### config.mk
export PLATFORM = sky130hd
export DESIGN_NAME = pm_cap_regs
export DESIGN_NICKNAME = d
export VERILOG_FILES = /design/src/rtl/pmcap_pkg.sv /design/src/rtl/pmcap_rst_sync.sv /design/src/rtl/pmcap_csr.sv /design/src/rtl/pmcap_rdpath.sv /design/src/rtl/pmcap_gate.sv /design/src/rtl/pm_cap_regs.sv
export SDC_FILE = /design/constraint.sdc
export NUM_CORES = 1
export LEC_CHECK = 0
export CAP_MARGIN = 10
export CORE_MARGIN = 2
export CORE_UTILIZATION = 53
export CTS_CLUSTER_SIZE = 14
export DETAILED_ROUTE_END_ITERATION = 8
export DONT_BUFFER_PORTS = 1
export PLACE_DENSITY = 0.71
export SETUP_SLACK_MARGIN = 0.1
export SLEW_MARGIN = 30
export SYNTH_ARGS = -nofsm -noshare
export SYNTH_HDL_FRONTEND = slang
export SYNTH_SLANG_ARGS = --single-unit
### constraint.sdc
create_clock -name clk -period 0.8 [get_ports clk]
set_input_delay 0.04 -clock clk [delete_from_list [all_inputs] [get_ports clk]]
set_output_delay 0.04 -clock clk [all_outputs]
set_load 0.05 [all_outputs]
### src/rtl/pmcap_pkg.sv
package pmcap_pkg;

  localparam int unsigned DATA_W = 32;
  localparam int unsigned LANES  = DATA_W / 8;

  typedef enum logic [1:0] {
    PS_D0   = 2'b00,
    PS_RSV1 = 2'b01,
    PS_RSV2 = 2'b10,
    PS_D3H  = 2'b11
  } pstate_e;

  localparam int unsigned BIT_PS_LO   = 0;
  localparam int unsigned BIT_NOSRST  = 3;
  localparam int unsigned BIT_WAKE_EN = 8;
  localparam int unsigned BIT_WAKE_ST = 15;

  localparam logic [7:0] CAP_ID_PM  = 8'h01;
  localparam logic [7:0] CAP_NEXT   = 8'h00;

  typedef struct packed {
    pstate_e ps;
    logic    wake_en;
    logic    wake_st;
  } csr_t;

  function automatic logic ps_legal(input logic [1:0] code);
    return (code == PS_D0) || (code == PS_D3H);
  endfunction

  function automatic logic [DATA_W-1:0] pack_csr(input csr_t c);
    logic [DATA_W-1:0] w;
    w = '0;
    w[BIT_PS_LO +: 2]  = c.ps;
    w[BIT_NOSRST]      = 1'b1;
    w[BIT_WAKE_EN]     = c.wake_en;
    w[BIT_WAKE_ST]     = c.wake_st;
    return w;
  endfunction

endpackage

### src/rtl/pmcap_rst_sync.sv
module pmcap_rst_sync #(
  parameter int unsigned STAGES = 2
) (
  input  logic clk,
  input  logic rst_n,
  output logic rst_sync_n
);

  logic [STAGES-1:0] chain_q;
  logic [STAGES-1:0] chain_d;

  always_comb begin
    chain_d = {chain_q[STAGES-2:0], 1'b1};
  end

  always_ff @(posedge clk or negedge rst_n) begin
    if (!rst_n) chain_q <= '0;
    else        chain_q <= chain_d;
  end

  assign rst_sync_n = chain_q[STAGES-1];

endmodule

### src/rtl/pmcap_csr.sv
module pmcap_csr
  import pmcap_pkg::*;
(
  input  logic              clk,
  input  logic              rst_n,
  input  logic              wr_sel,
  input  logic [LANES-1:0]  be,
  input  logic [DATA_W-1:0] wdata,
  input  logic              pme_event,
  output csr_t              csr
);

  logic [LANES-1:0] lane_wr;
  csr_t csr_q;
  csr_t csr_d;

  genvar gi;
  generate
    for (gi = 0; gi < LANES; gi++) begin : g_lane
      assign lane_wr[gi] = wr_sel & be[gi];
    end
  endgenerate

  always_comb begin
    csr_d = csr_q;
    // power state: lane 0, only the two supported codes are taken
    if (lane_wr[BIT_PS_LO / 8] && ps_legal(wdata[BIT_PS_LO +: 2])) begin
      csr_d.ps = pstate_e'(wdata[BIT_PS_LO +: 2]);
    end
    // wake enable: lane 1, plain read/write
    if (lane_wr[BIT_WAKE_EN / 8]) begin
      csr_d.wake_en = wdata[BIT_WAKE_EN];
    end
    // wake status: hardware set has priority over software clear
    if (pme_event) begin
      csr_d.wake_st = 1'b1;
    end else if (lane_wr[BIT_WAKE_ST / 8] && wdata[BIT_WAKE_ST]) begin
      csr_d.wake_st = 1'b0;
    end
  end

  always_ff @(posedge clk or negedge rst_n) begin
    if (!rst_n) begin
      csr_q.ps      <= PS_D0;
      csr_q.wake_en <= 1'b0;
      csr_q.wake_st <= 1'b0;
    end else begin
      csr_q <= csr_d;
    end
  end

  assign csr = csr_q;

endmodule

### src/rtl/pmcap_rdpath.sv
module pmcap_rdpath
  import pmcap_pkg::*;
#(
  parameter int unsigned       AW      = 8,
  parameter logic [AW-1:0]     HDR_OFS = '0,
  parameter logic [AW-1:0]     CSR_OFS = AW'(4)
) (
  input  logic              clk,
  input  logic              rst_n,
  input  logic              re,
  input  logic [AW-1:0]     addr,
  input  csr_t              csr,
  output logic [DATA_W-1:0] rdata,
  output logic              rvalid
);

  localparam logic [DATA_W-1:0] HDR_WORD =
    {{(DATA_W-16){1'b0}}, CAP_NEXT, CAP_ID_PM};

  logic [DATA_W-1:0] rdata_q, rdata_d, mux_word;
  logic              rvalid_q, rvalid_d;

  always_comb begin
    if (addr == HDR_OFS)      mux_word = HDR_WORD;
    else if (addr == CSR_OFS) mux_word = pack_csr(csr);
    else                      mux_word = '0;
  end

  always_comb begin
    rvalid_d = re;
    rdata_d  = re ? mux_word : rdata_q;
  end

  always_ff @(posedge clk or negedge rst_n) begin
    if (!rst_n) begin
      rdata_q  <= '0;
      rvalid_q <= 1'b0;
    end else begin
      rvalid_q <= rvalid_d;
      if (re) rdata_q <= rdata_d;
    end
  end

  assign rdata  = rdata_q;
  assign rvalid = rvalid_q;

endmodule

### src/rtl/pmcap_gate.sv
module pmcap_gate
  import pmcap_pkg::*;
(
  input  csr_t csr,
  input  logic irq_in,
  output logic irq_out,
  output logic pme_wake
);

  logic asleep;

  always_comb begin
    asleep   = (csr.ps == PS_D3H);
    irq_out  = irq_in & ~asleep;
    pme_wake = csr.wake_st & csr.wake_en;
  end

endmodule

### src/rtl/pm_cap_regs.sv
module pm_cap_regs
  import pmcap_pkg::*;
#(
  parameter int unsigned   AW      = 8,
  parameter logic [AW-1:0] HDR_OFS = 8'h00,
  parameter logic [AW-1:0] CSR_OFS = 8'h04
) (
  input  logic          clk,
  input  logic          rst_n,
  input  logic [AW-1:0] bus_addr,
  input  logic [31:0]   bus_wdata,
  input  logic          bus_we,
  input  logic [3:0]    bus_be,
  input  logic          bus_re,
  output logic [31:0]   bus_rdata,
  output logic          bus_rvalid,
  input  logic          pme_event,
  input  logic          irq_in,
  output logic          irq_out,
  output logic          pme_wake
);

  logic rst_sync_n;
  logic csr_wr;
  csr_t csr;

  pmcap_rst_sync #(.STAGES(2)) u_rst (
    .clk        (clk),
    .rst_n      (rst_n),
    .rst_sync_n (rst_sync_n)
  );

  assign csr_wr = bus_we & (bus_addr == CSR_OFS);

  pmcap_csr u_csr (
    .clk       (clk),
    .rst_n     (rst_sync_n),
    .wr_sel    (csr_wr),
    .be        (bus_be),
    .wdata     (bus_wdata),
    .pme_event (pme_event),
    .csr       (csr)
  );

  pmcap_rdpath #(.AW(AW), .HDR_OFS(HDR_OFS), .CSR_OFS(CSR_OFS)) u_rd (
    .clk    (clk),
    .rst_n  (rst_sync_n),
    .re     (bus_re),
    .addr   (bus_addr),
    .csr    (csr),
    .rdata  (bus_rdata),
    .rvalid (bus_rvalid)
  );

  pmcap_gate u_gate (
    .csr      (csr),
    .irq_in   (irq_in),
    .irq_out  (irq_out),
    .pme_wake (pme_wake)
  );

endmodule

==> results of run 1 <==
-- metrics by stage --
stage | cells | worst slack, ns | instance area [um^2] | hold WS [ns] | utilization (%)
3_3_place_gp | 95 | -0.401 | 731 | -0.256 | 55.5
5_1_grt | 110 | -0.371 | 923 | 0.00881 | 70.1
3_5_place_dp | 95 | -0.421 | 731 | -0.256 | 55.5
4_1_cts | 110 | -0.311 | 908 | -0.00395 | 68.9
6_report | 110 | -0.320 | 923 | 0.00129 | 70.1
2_1_floorplan | 99 | -0.455 | 855 | -0.256 | -
-- synth_stat cells (all sizes together) (2+ instances only) --
cell	n
nor3	2
conb	2
nand2	4
inv	3
o31ai	2
a21o	2
buf	28
a22o	3
dfrtp	12
o211ai	2
-- final timing paths --
check / startpoint / end / slack (ns)
worst max-delay path: u_csr.csr[2] / irq_out / -0.32
worst min-delay path: rst_n / u_rst.chain_q[0] / 0.001
worst max register to register: u_csr.csr[2] / u_csr.csr[2] / -0.14
worst min register to register: u_rst.chain_q[1] / u_rd.rdata[1] / 0.16
max in group asynchronous: u_rst.chain_q[1] / u_csr.csr[0] / 0.36
min in group clk: bus_addr[2] / u_rd.rdata[0] / 0
-- sequential cells by signal, indices dropped and copies added (netlist names) --
| signal | cells |
|---|---|
| u_csr.csr | 4 |
| u_rd.rdata | 5 |
| u_rd.rvalid | 1 |
| u_rst.chain_q | 2 |
-- power by group through the flow --
| stage | clock, uW | combinational [uW] | sequential [uW] |
|---|---|---|---|
| global route | 386 | 399 | 632 |
| global placement | 0 | 338 | 641 |
| CTS | 368 | 377 | 630 |
| floorplan | 0 | 419 | 651 |
| finish | 364 | 385 | 629 |
| detailed placement | 0 | 338 | 642 |
-- worst max-delay path, stage by stage (launching register included) --
cell and delay [ns]:
dfrtp_1 0.40, buf_6 0.13, a21boi_2 0.12, buf_6 0.17
-- cells in the final DEF, fill, tap and decap left out, types with 2 or more instances in the layout --
cell type and count:
buf_4 5, buf_6 10, nor3_4 2, dlygate4sd3_1 7, a21o_1 2, o211ai_1 2, inv_1 3, dfrtp_1 12
a22o_1 3, clkbuf_4 3, nand2_1 4, conb_1 28
-- cells by family (layout without fill, tap and decap cells) --
| group | count (synthesis) | in the layout | synth area share (%) |
|---|---|---|---|
| AO/OA/AOI/OAI | 12 | 12 | 13.3 |
| buffers and inverters | 32 | 28 | 30.4 |
| flip-flops | 12 | 12 | 39.9 |
| multiplexers | 1 | 1 | 1.50 |
| other | 2 | 28 | 0.999 |
| AND/OR/NAND/NOR | 14 | 14 | 13.8 |
-- routing by layer --
layer / global-route usage, % / vias up / wire length, um
met1: 19.0 / 248 / 515
met5: 0 / - / 0
li1: - / 236 / -
met2: 26.9 / 37 / 788
met3: 2.17 / 4 / 107
met4: 11.6 / 0 / 24
-- layout make-up --
type / instances / area share (%)
well taps: 15 / 2.03
repair buffers: 22 / 23.8
inverters: 3 / 1.22
multi-input cells: 55 / 37.9
clock buffers: 3 / 2.44
flip-flops and latches: 12 / 32.5
-- repair_timing --
item                                   4_1_cts  5_1_grt
endpoints found under the hold margin        8        0
pin swaps                                    6        3
hold buffers                                 7        0
gates resized for setup                     13        2
buffers inserted                             5        0
setup endpoints to repair                   17       17
cloned                                       0        0
==> flow_metrics.env, run 1 <==
export IMPL_grt_pass1_vias=476
export IMPL_yosysWarnings=0
export IMPL_antenna_found_initial=0
export IMPL_reg2regPathDepth=4
export IMPL_core_area_mm2=0.00132
export IMPL_area_growth_pct=22.8
export IMPL_outcome="finished with violations"
export IMPL_htree_levels=1
export IMPL_min_period_over_period_pct=140
export IMPL_drv_slew=0
export IMPL_hold_path_class="in2async"
export IMPL_p_int_uw=842
export IMPL_cts_buffers=3
export IMPL_vias=525
export IMPL_dieWidth_um=41.7
export IMPL_synth_top_area_share_pct=39.9
export IMPL_synth_area_leaders="dfrtp_1 40%, buf_4 27%, nor3_4 4.3%, a22o_1 3.5%, a2111oi_2 2.0%"
export IMPL_finalClockSkew_ns=0.00261
export IMPL_crit_type="reg2out"
export IMPL_synth_edf_count=0
export IMPL_place_port_buffers=0
export IMPL_grt_usage_pct=16.2
export IMPL_swShare_pct=38.9
export IMPL_drive_gt1_share_pct=28.4
export IMPL_violations="negative setup slack"
export IMPL_cts_tree="done"
export IMPL_antenna_left=0
export IMPL_critical_path_required_ns=0.76
export IMPL_total_power_uw=1380
export IMPL_gp_congestion=0.679
export IMPL_die_h_um=41.7
export IMPL_grt_start_max_net_pins=11
export IMPL_ys_flop_type="dfrtp_1"
export IMPL_synth_seq_area_share_pct=39.9
export IMPL_tns_ns=-1.72
export IMPL_clock_root_buffer="clkbuf_4"
export IMPL_multi_input_area_um2=350
export IMPL_nets=147
export IMPL_clock_path_buffers=2
export IMPL_worstSkewPairLatency_ns=0.27
export IMPL_dr_pass1_iters=4
export IMPL_syn_area_um2=752
export IMPL_detail_route_iter0_violations=9
export IMPL_vias_per_cell=4.77
export IMPL_num_antenna_cells=0
export IMPL_fill_cells=97
export IMPL_rsz0062_at_grt="true"
export IMPL_ys_types=24
export IMPL_wl_per_cell_um=13.1
export IMPL_powerDensity_mw_per_mm2=1490
export IMPL_grt_overflow=0
export IMPL_clkPwrFrac_pct=26.4
export IMPL_cap_violations=0
export IMPL_syn_inst=73
export IMPL_post_dp_hpwl_um=967
export IMPL_synthArstFlopShare_pct=100
export IMPL_postSynthAreaPerCell_um2=10.3
export IMPL_synth_seq_cells=12
export IMPL_vdd_drop_max_mv=0.811
export IMPL_die_area_mm2=0.00174
export IMPL_grt_pass1_wl_um=2050
export IMPL_rows=13
export IMPL_setup_ws_ns=-0.320
export IMPL_worstSetupStartpointType="flop"
export IMPL_finalWirelength_um=1440
export IMPL_arrival_ns=1.08
export IMPL_io_pins=85
export IMPL_crit_path_end_kind="output port"
export IMPL_yosys_area_top_type="dfrtp_1"
export IMPL_fmax_mhz=893
export IMPL_switchingPower_uw=535
export IMPL_hold_viol_final=0
export IMPL_path_max_fanout=2
export IMPL_combPwrFrac_pct=27.9
export IMPL_start_util_pct=57.1
export IMPL_power_frac_seq_pct=45.7
export IMPL_leakagePower_uw=0.000484
export IMPL_fin_crit_ns=1.12
export IMPL_cts_sinks=12
export IMPL_drc_errors=0
export IMPL_setup_violations=16
export IMPL_path_clk_slew_ns=0.07
export IMPL_seq_area_um2=300
(Power assumes the default switching activity.)
==> run 2, diff against run 1 <==
--- a/config.mk
+++ b/config.mk
@@ -5,6 +5,7 @@
 export SDC_FILE = /design/constraint.sdc
 export NUM_CORES = 1
 export LEC_CHECK = 0
+export ABC_AREA = 1
 export CAP_MARGIN = 10
 export CORE_MARGIN = 2
 export CORE_UTILIZATION = 53
==> run 2 against run 1 <==
The run ends with negative hold slack, negative setup slack left; largest power group unchanged; global-route usage shrank 0.30 points; non-clock buffer count shrank 5; register-to-register slack gained 0.13 ns; sequential share of layout area shrank 0.070 points; setup slack gained 0.080 ns; highest routed layer is now met3; sequential power is essentially flat; critical path type unchanged; clock power grew 4%; cell count grew 11%; design area grew 2.3%; hold slack lost 0.19 ns; critical endpoint is now pme_wake.
==> flow_metrics.env, run 2 <==
export IMPL_outcome="finished with violations"
export IMPL_violations="negative hold slack, negative setup slack"
export IMPL_drc_errors=0
export IMPL_startpoint="u_csr.csr[1]"
export IMPL_cts_tree="done"
export IMPL_io_pins=85
export IMPL_cts_buffers=3
export IMPL_critical_path_required_ns=0.76
export IMPL_layout_commonest_cell="conb_1"
export IMPL_cts_hold_buf=7
export IMPL_hold_ws_ns=-0.193
export IMPL_fmax_mhz=962
export IMPL_yosys_area_top_type="dfrtp_1"
export IMPL_fin_crit_ns=1.04
export IMPL_synth_fa_ha_area_share_pct=0
export IMPL_reg2regPathDepth=3
export IMPL_synthMuxAreaShare_pct=2.80
export IMPL_gp_congestion=0.662
export IMPL_vias_per_cell=4.29
export IMPL_finalWirelength_um=1280
export IMPL_powerDensity_mw_per_mm2=1500
export IMPL_ys_types=18
export IMPL_die_area_mm2=0.00175
export IMPL_ys_flop_type="dfrtp_1"
export IMPL_syn_inst=88
export IMPL_yosysWarnings=0
export IMPL_antenna_found_initial=0
export IMPL_vdd_drop_max_mv=1.29
export IMPL_grt_overflow=0
export IMPL_core_area_mm2=0.00132
export IMPL_wl_per_cell_um=10.5
export IMPL_setup_ws_ns=-0.239
export IMPL_synth_top_area_share_pct=39.5
export IMPL_postSynthAreaPerCell_um2=8.63
export IMPL_setup_violations=9
export IMPL_synthArstFlopShare_pct=100
export IMPL_vias=523
export IMPL_crit_type="reg2out"
export IMPL_synth_edf_count=0
export IMPL_cts_sinks=12
export IMPL_tns_ns=-0.829
export IMPL_cp_endpoint="pme_wake"
export IMPL_finalClockSkew_ns=0.00901
export IMPL_nets=158
export IMPL_path_clk_slew_ns=0.08
export IMPL_arrival_ns=1.00
export IMPL_layout_cells_non_filler=122
export IMPL_grt_usage_pct=15.9
export IMPL_place_port_buffers=0
export IMPL_synth_seq_cells=12
export IMPL_regToRegSetupSlack_ns=-0.01
export IMPL_post_dp_hpwl_um=857
export IMPL_synth_seq_area_share_pct=39.5
export IMPL_cap_violations=0
export IMPL_synth_area_leaders="dfrtp_1 40%, buf_4 27%, nand2_1 4.9%, inv_1 4.4%, nand3_1 3.3%"
export IMPL_start_util_pct=57.6
export IMPL_r2r_start="u_csr.csr[3]"
export IMPL_clock_path_buffers=2
export IMPL_grt_pass1_vias=475
export IMPL_synth_xor_area_share_pct=0
export IMPL_htree_levels=1
export IMPL_post_synth_top_count_cell="buf_4"
export IMPL_rows=13
export IMPL_detail_route_iter0_violations=2
export IMPL_num_antenna_cells=0
export IMPL_worstSetupStartpointType="flop"
export IMPL_dieWidth_um=41.9
export IMPL_clock_root_buffer="clkbuf_4"
export IMPL_grt_start_max_net_pins=11
export IMPL_area_growth_pct=24.4
export IMPL_largest_register_ffs=5
export IMPL_syn_area_um2=759
export IMPL_synthTopCellsByCount="27 x buf_4, 12 x dfrtp_1, 10 x nand2_1, 9 x inv_1, 5 x nand3_1"
export IMPL_path_max_fanout=2
export IMPL_hold_path_class="in2reg"
export IMPL_worstSkewPairLatency_ns=0.26
export IMPL_rr_endpoint="u_rd.rdata[1]"
export IMPL_crit_path_end_kind="output port"
export IMPL_fill_cells=100
export IMPL_dr_pass1_iters=2
export IMPL_final_cell_mix="28 x conb_1, 9 x buf_6, 8 x inv_1"
export IMPL_drive_gt1_share_pct=37.4
export IMPL_synthSimpleGateAreaFrac_pct=19.9
export IMPL_place_inst=108
export IMPL_die_h_um=41.9
export IMPL_drv_slew=0
export IMPL_min_period_over_period_pct=130
export IMPL_synth_top_family_by_area="buffers and inverters"
export IMPL_antenna_left=0
export IMPL_synth_compound_area_share_pct=4.94
export IMPL_hold_viol_final=9
export IMPL_rsz0062_at_grt="true"
export IMPL_leakagePower_uw=0.000481
export IMPL_grt_pass1_wl_um=2060
[run 2: changes by cell type in the layout (fill, tap and decap cells not counted), sizes merged, moves of 2 or more]
cell    before  now
nand2        4   12
o21ai        0    6
o31ai        2    0
inv          3    8
a21o         2    0
nand3        1    6
buf         15   11
o211ai       2    0
nor3         2    0
a22o         3    0
nor2         1    9
[run 2: power by group]
group / switching, uW / internal (uW)
logic: 342 / 62.5
registers: 14.2 / 617
clock network: 184 / 192
[run 2: logic make-up after synthesis]
kind of cell	count (synthesis)
DFF	12
and+or+nand+nor	28
buffers and inverters	37
other	2
AOI/OAI and AO/OA	7
muxes	2
[run 2: how the worst min path moves through the flow]
| stage | startpoint | endpoint | slack, ns | depth (start not counted) |
|---|---|---|---|---|
| finish | bus_re | u_rd.rvalid | -0.19 | 0 |
| global route | bus_re | u_rd.rvalid | -0.22 | 0 |
| floorplan | rst_n | u_rst.chain_q[0] | -0.26 | 0 |
| CTS | bus_re | u_rd.rvalid | -0.20 | 0 |
| global placement | rst_n | u_rst.chain_q[0] | -0.26 | 0 |
| detailed placement | rst_n | u_rst.chain_q[0] | -0.26 | 0 |
[run 2: worst max-delay path, cell delays in order, from the launching register on]
cell,delay [ns]
dfrtp_1,0.40
nand2_2,0.09
clkinvlp_4,0.23
[run 2: what timing repair did]
item	in CTS	in global routing
gates resized for setup	17	4
pin swaps	8	4
setup buffers	4	0
hold endpoints to repair	12	9
endpoints found under the setup margin	10	19
[run 2: layer usage]
metal	wire length, um	GRT usage, %
met5	0	0
met3	111	1.74
met1	464	17.2
met2	706	29.1
met4	0	9.68
[run 2: final cells by class]
cell class | instances | area [um^2] | share of cell area, %
multi-input combinational | 65 | 367 | 38.8
sequential | 12 | 307 | 32.5
timing repair buffer | 17 | 189 | 20.0
inverter | 9 | 37.5 | 3.97
clock buffer | 4 | 26.3 | 2.78
tap | 15 | 18.8 | 1.99
[run 2: per-stage QoR]
step                      hold WS (ns)  power (uW)  utilization [%]  area, um^2  worst slack, ns
after CTS                       -0.203        1420             71.3         940           -0.254
final                           -0.193        1410             71.7         945           -0.239
after global routing            -0.220        1490             71.7         945           -0.282
after global placement          -0.256        1000             57.5         757           0.0206
after floorplan                 -0.256        1090                -         881           -0.102
after detailed placement        -0.256        1010             57.5         757          0.00822
==> run 3, diff against run 2 <==
--- a/config.mk
+++ b/config.mk
@@ -12,8 +12,9 @@
 export CTS_CLUSTER_SIZE = 14
 export DETAILED_ROUTE_END_ITERATION = 8
 export DONT_BUFFER_PORTS = 1
-export PLACE_DENSITY = 0.71
+export PLACE_DENSITY = 0.73
 export SETUP_SLACK_MARGIN = 0.1
+export SKIP_LAST_GASP = 1
 export SLEW_MARGIN = 30
 export SYNTH_ARGS = -nofsm -noshare
 export SYNTH_HDL_FRONTEND = slang
==> run 3 against run 2 <==
The run ends with negative setup slack left; critical path depth unchanged; core utilization up 1.4 points; clock power up 23%; count of clock-buffer cells in the layout unchanged; clock skew down 0.0078 ns; sequential share of layout area down 0.63 points; sequential power about the same; combinational power up 4.9%; design area up 2.0%; maximum frequency down 0.93%; flip-flop and latch count unchanged.
==> flow_metrics.env, run 3 (synthesized netlist as in run 2, its figures left out) <==
export IMPL_outcome="finished with violations"
export IMPL_violations="negative setup slack"
export IMPL_switchingPower_uw=554
export IMPL_setup_violations=11
export IMPL_vias=552
export IMPL_r2r_start="u_csr.csr[3]"
export IMPL_hold_ws_ns=0.00251
export IMPL_regToRegSetupSlack_ns=-0.08
export IMPL_layout_commonest_cell="conb_1"
export IMPL_start_util_pct=57.6
export IMPL_setup_ws_ns=-0.249
export IMPL_clkPwrFrac_pct=30.5
export IMPL_num_antenna_cells=0
export IMPL_fmax_mhz=953
export IMPL_place_port_buffers=0
export IMPL_dieWidth_um=41.9
export IMPL_antenna_found_initial=0
export IMPL_grt_start_max_net_pins=11
export IMPL_grt_usage_pct=16.0
export IMPL_vdd_drop_max_mv=0.986
export IMPL_io_pins=85
export IMPL_path_max_fanout=2
export IMPL_p_int_uw=966
export IMPL_power_frac_seq_pct=41.6
export IMPL_rows=13
export IMPL_antenna_left=0
export IMPL_die_h_um=41.9
export IMPL_die_area_mm2=0.00175
export IMPL_nets=161
export IMPL_powerDensity_mw_per_mm2=1580
export IMPL_grt_overflow=0
export IMPL_post_dp_hpwl_um=895
export IMPL_crit_path_end_kind="output port"
export IMPL_combPwrFrac_pct=28.0
export IMPL_leakagePower_uw=0.000511
export IMPL_hold_path_class="in2async"
export IMPL_area_growth_pct=26.9
export IMPL_post_dp_cell_area_um2=757
export IMPL_detail_route_iter0_violations=1
export IMPL_gp_congestion=0.712
export IMPL_final_cell_mix="28 x conb_1, 8 x inv_1, 8 x buf_6"
export IMPL_cap_violations=0
export IMPL_stdcell_area_um2=963
export IMPL_drive_gt1_share_pct=32.7
export IMPL_critical_path_required_ns=0.76
export IMPL_rsz0062_at_grt="true"
export IMPL_arrival_ns=1.01
export IMPL_fin_crit_ns=1.05
export IMPL_dr_pass1_iters=3
export IMPL_rr_endpoint="u_rd.rdata[1]"
export IMPL_reg2regPathDepth=3
export IMPL_cts_tree="done"
export IMPL_cts_sinks=12
export IMPL_cts_buffers=3
export IMPL_grt_pass1_wl_um=2090
export IMPL_largest_register_ffs=5
export IMPL_finalWirelength_um=1350
export IMPL_htree_levels=1
export IMPL_drv_slew=0
export IMPL_clock_root_buffer="clkbuf_4"
export IMPL_clock_path_buffers=2
export IMPL_grt_pass1_vias=528
export IMPL_finalClockSkew_ns=0.00118
export IMPL_worstSkewPairLatency_ns=0.26
export IMPL_wl_per_cell_um=10.8
export IMPL_min_period_over_period_pct=131
export IMPL_vias_per_cell=4.42
export IMPL_crit_type="reg2out"
export IMPL_path_clk_slew_ns=0.07
export IMPL_swShare_pct=36.4
export IMPL_core_area_mm2=0.00132
export IMPL_drc_errors=0
export IMPL_hold_viol_final=0
export IMPL_worstSetupStartpointType="flop"
run 3: cell count changes in the layout (fill, tap and decap cells not counted), sizes merged:
cell          delta
dlygate4sd3      +1
dlymetal6s4s     +2
run 3: how the worst max path moves through the flow:
stage,start,end,slack [ns]
5_1_grt,u_csr.csr[2],irq_out,-0.28
4_1_cts,u_csr.csr[2],irq_out,-0.26
6_report,u_csr.csr[2],irq_out,-0.25
3_5_place_dp,bus_addr[1],u_csr.csr[3],0.005
3_3_place_gp,u_csr.csr[2],irq_out,0.02
2_1_floorplan,u_rd.rdata[3],u_rd.rdata[3],-0.10
run 3: area by class of cell:
cell class | count | area, um^2
multi-input combinational | 65 | 344
timing repair buffer | 20 | 220
tap | 15 | 18.8
inverter | 9 | 37.5
fill | 98 | 354
clock buffer | 4 | 36.3
sequential | 12 | 307
run 3: timing repair:
item                                    in CTS  in global routing
pin swaps                                    1                  1
gates resized for setup                      6                 10
endpoints found under the setup margin      11                 19
hold buffers                                10                  0
setup buffers                                4                  0
endpoints found under the hold margin       12                  0
run 3: power groups by stage:
stage / registers (uW) / logic (uW) / clock network [uW]
4_1_cts: 632 / 418 / 471
6_report: 632 / 425 / 463
3_5_place_dp: 645 / 363 / 0
5_1_grt: 635 / 444 / 504
3_3_place_gp: 644 / 359 / 0
2_1_floorplan: 653 / 439 / 0
run 3: critical path, stage by stage (launching register included):
cell	delay, ns
dfrtp_1	0.41
a21boi_4	0.18
buf_12	0.15
run 3: layer usage:
metal | global-route usage, % | vias up | share of wire [%]
met4 | 7.74 | 0 | 0
met1 | 15.7 | 256 | 33
met2 | 30.9 | 33 | 60
met3 | 3.04 | 0 | 7.2
li1 | - | 263 | -
met5 | 0 | - | 0
run 3: stage by stage:
| step | total power [uW] | setup slack [ns] | instances | util, % | TNS (ns) |
|---|---|---|---|---|---|
| 6_report | 1520 | -0.249 | 125 | 73.1 | -0.944 |
| 5_1_grt | 1580 | -0.279 | 125 | 73.1 | -1.31 |
| 4_1_cts | 1520 | -0.257 | 126 | 71.8 | -1.24 |
| 3_5_place_dp | 1010 | 0.00510 | 108 | 57.5 | 0 |
| 3_3_place_gp | 1000 | 0.0212 | 108 | 57.5 | 0 |
| 2_1_floorplan | 1090 | -0.102 | 114 | - | -0.118 |
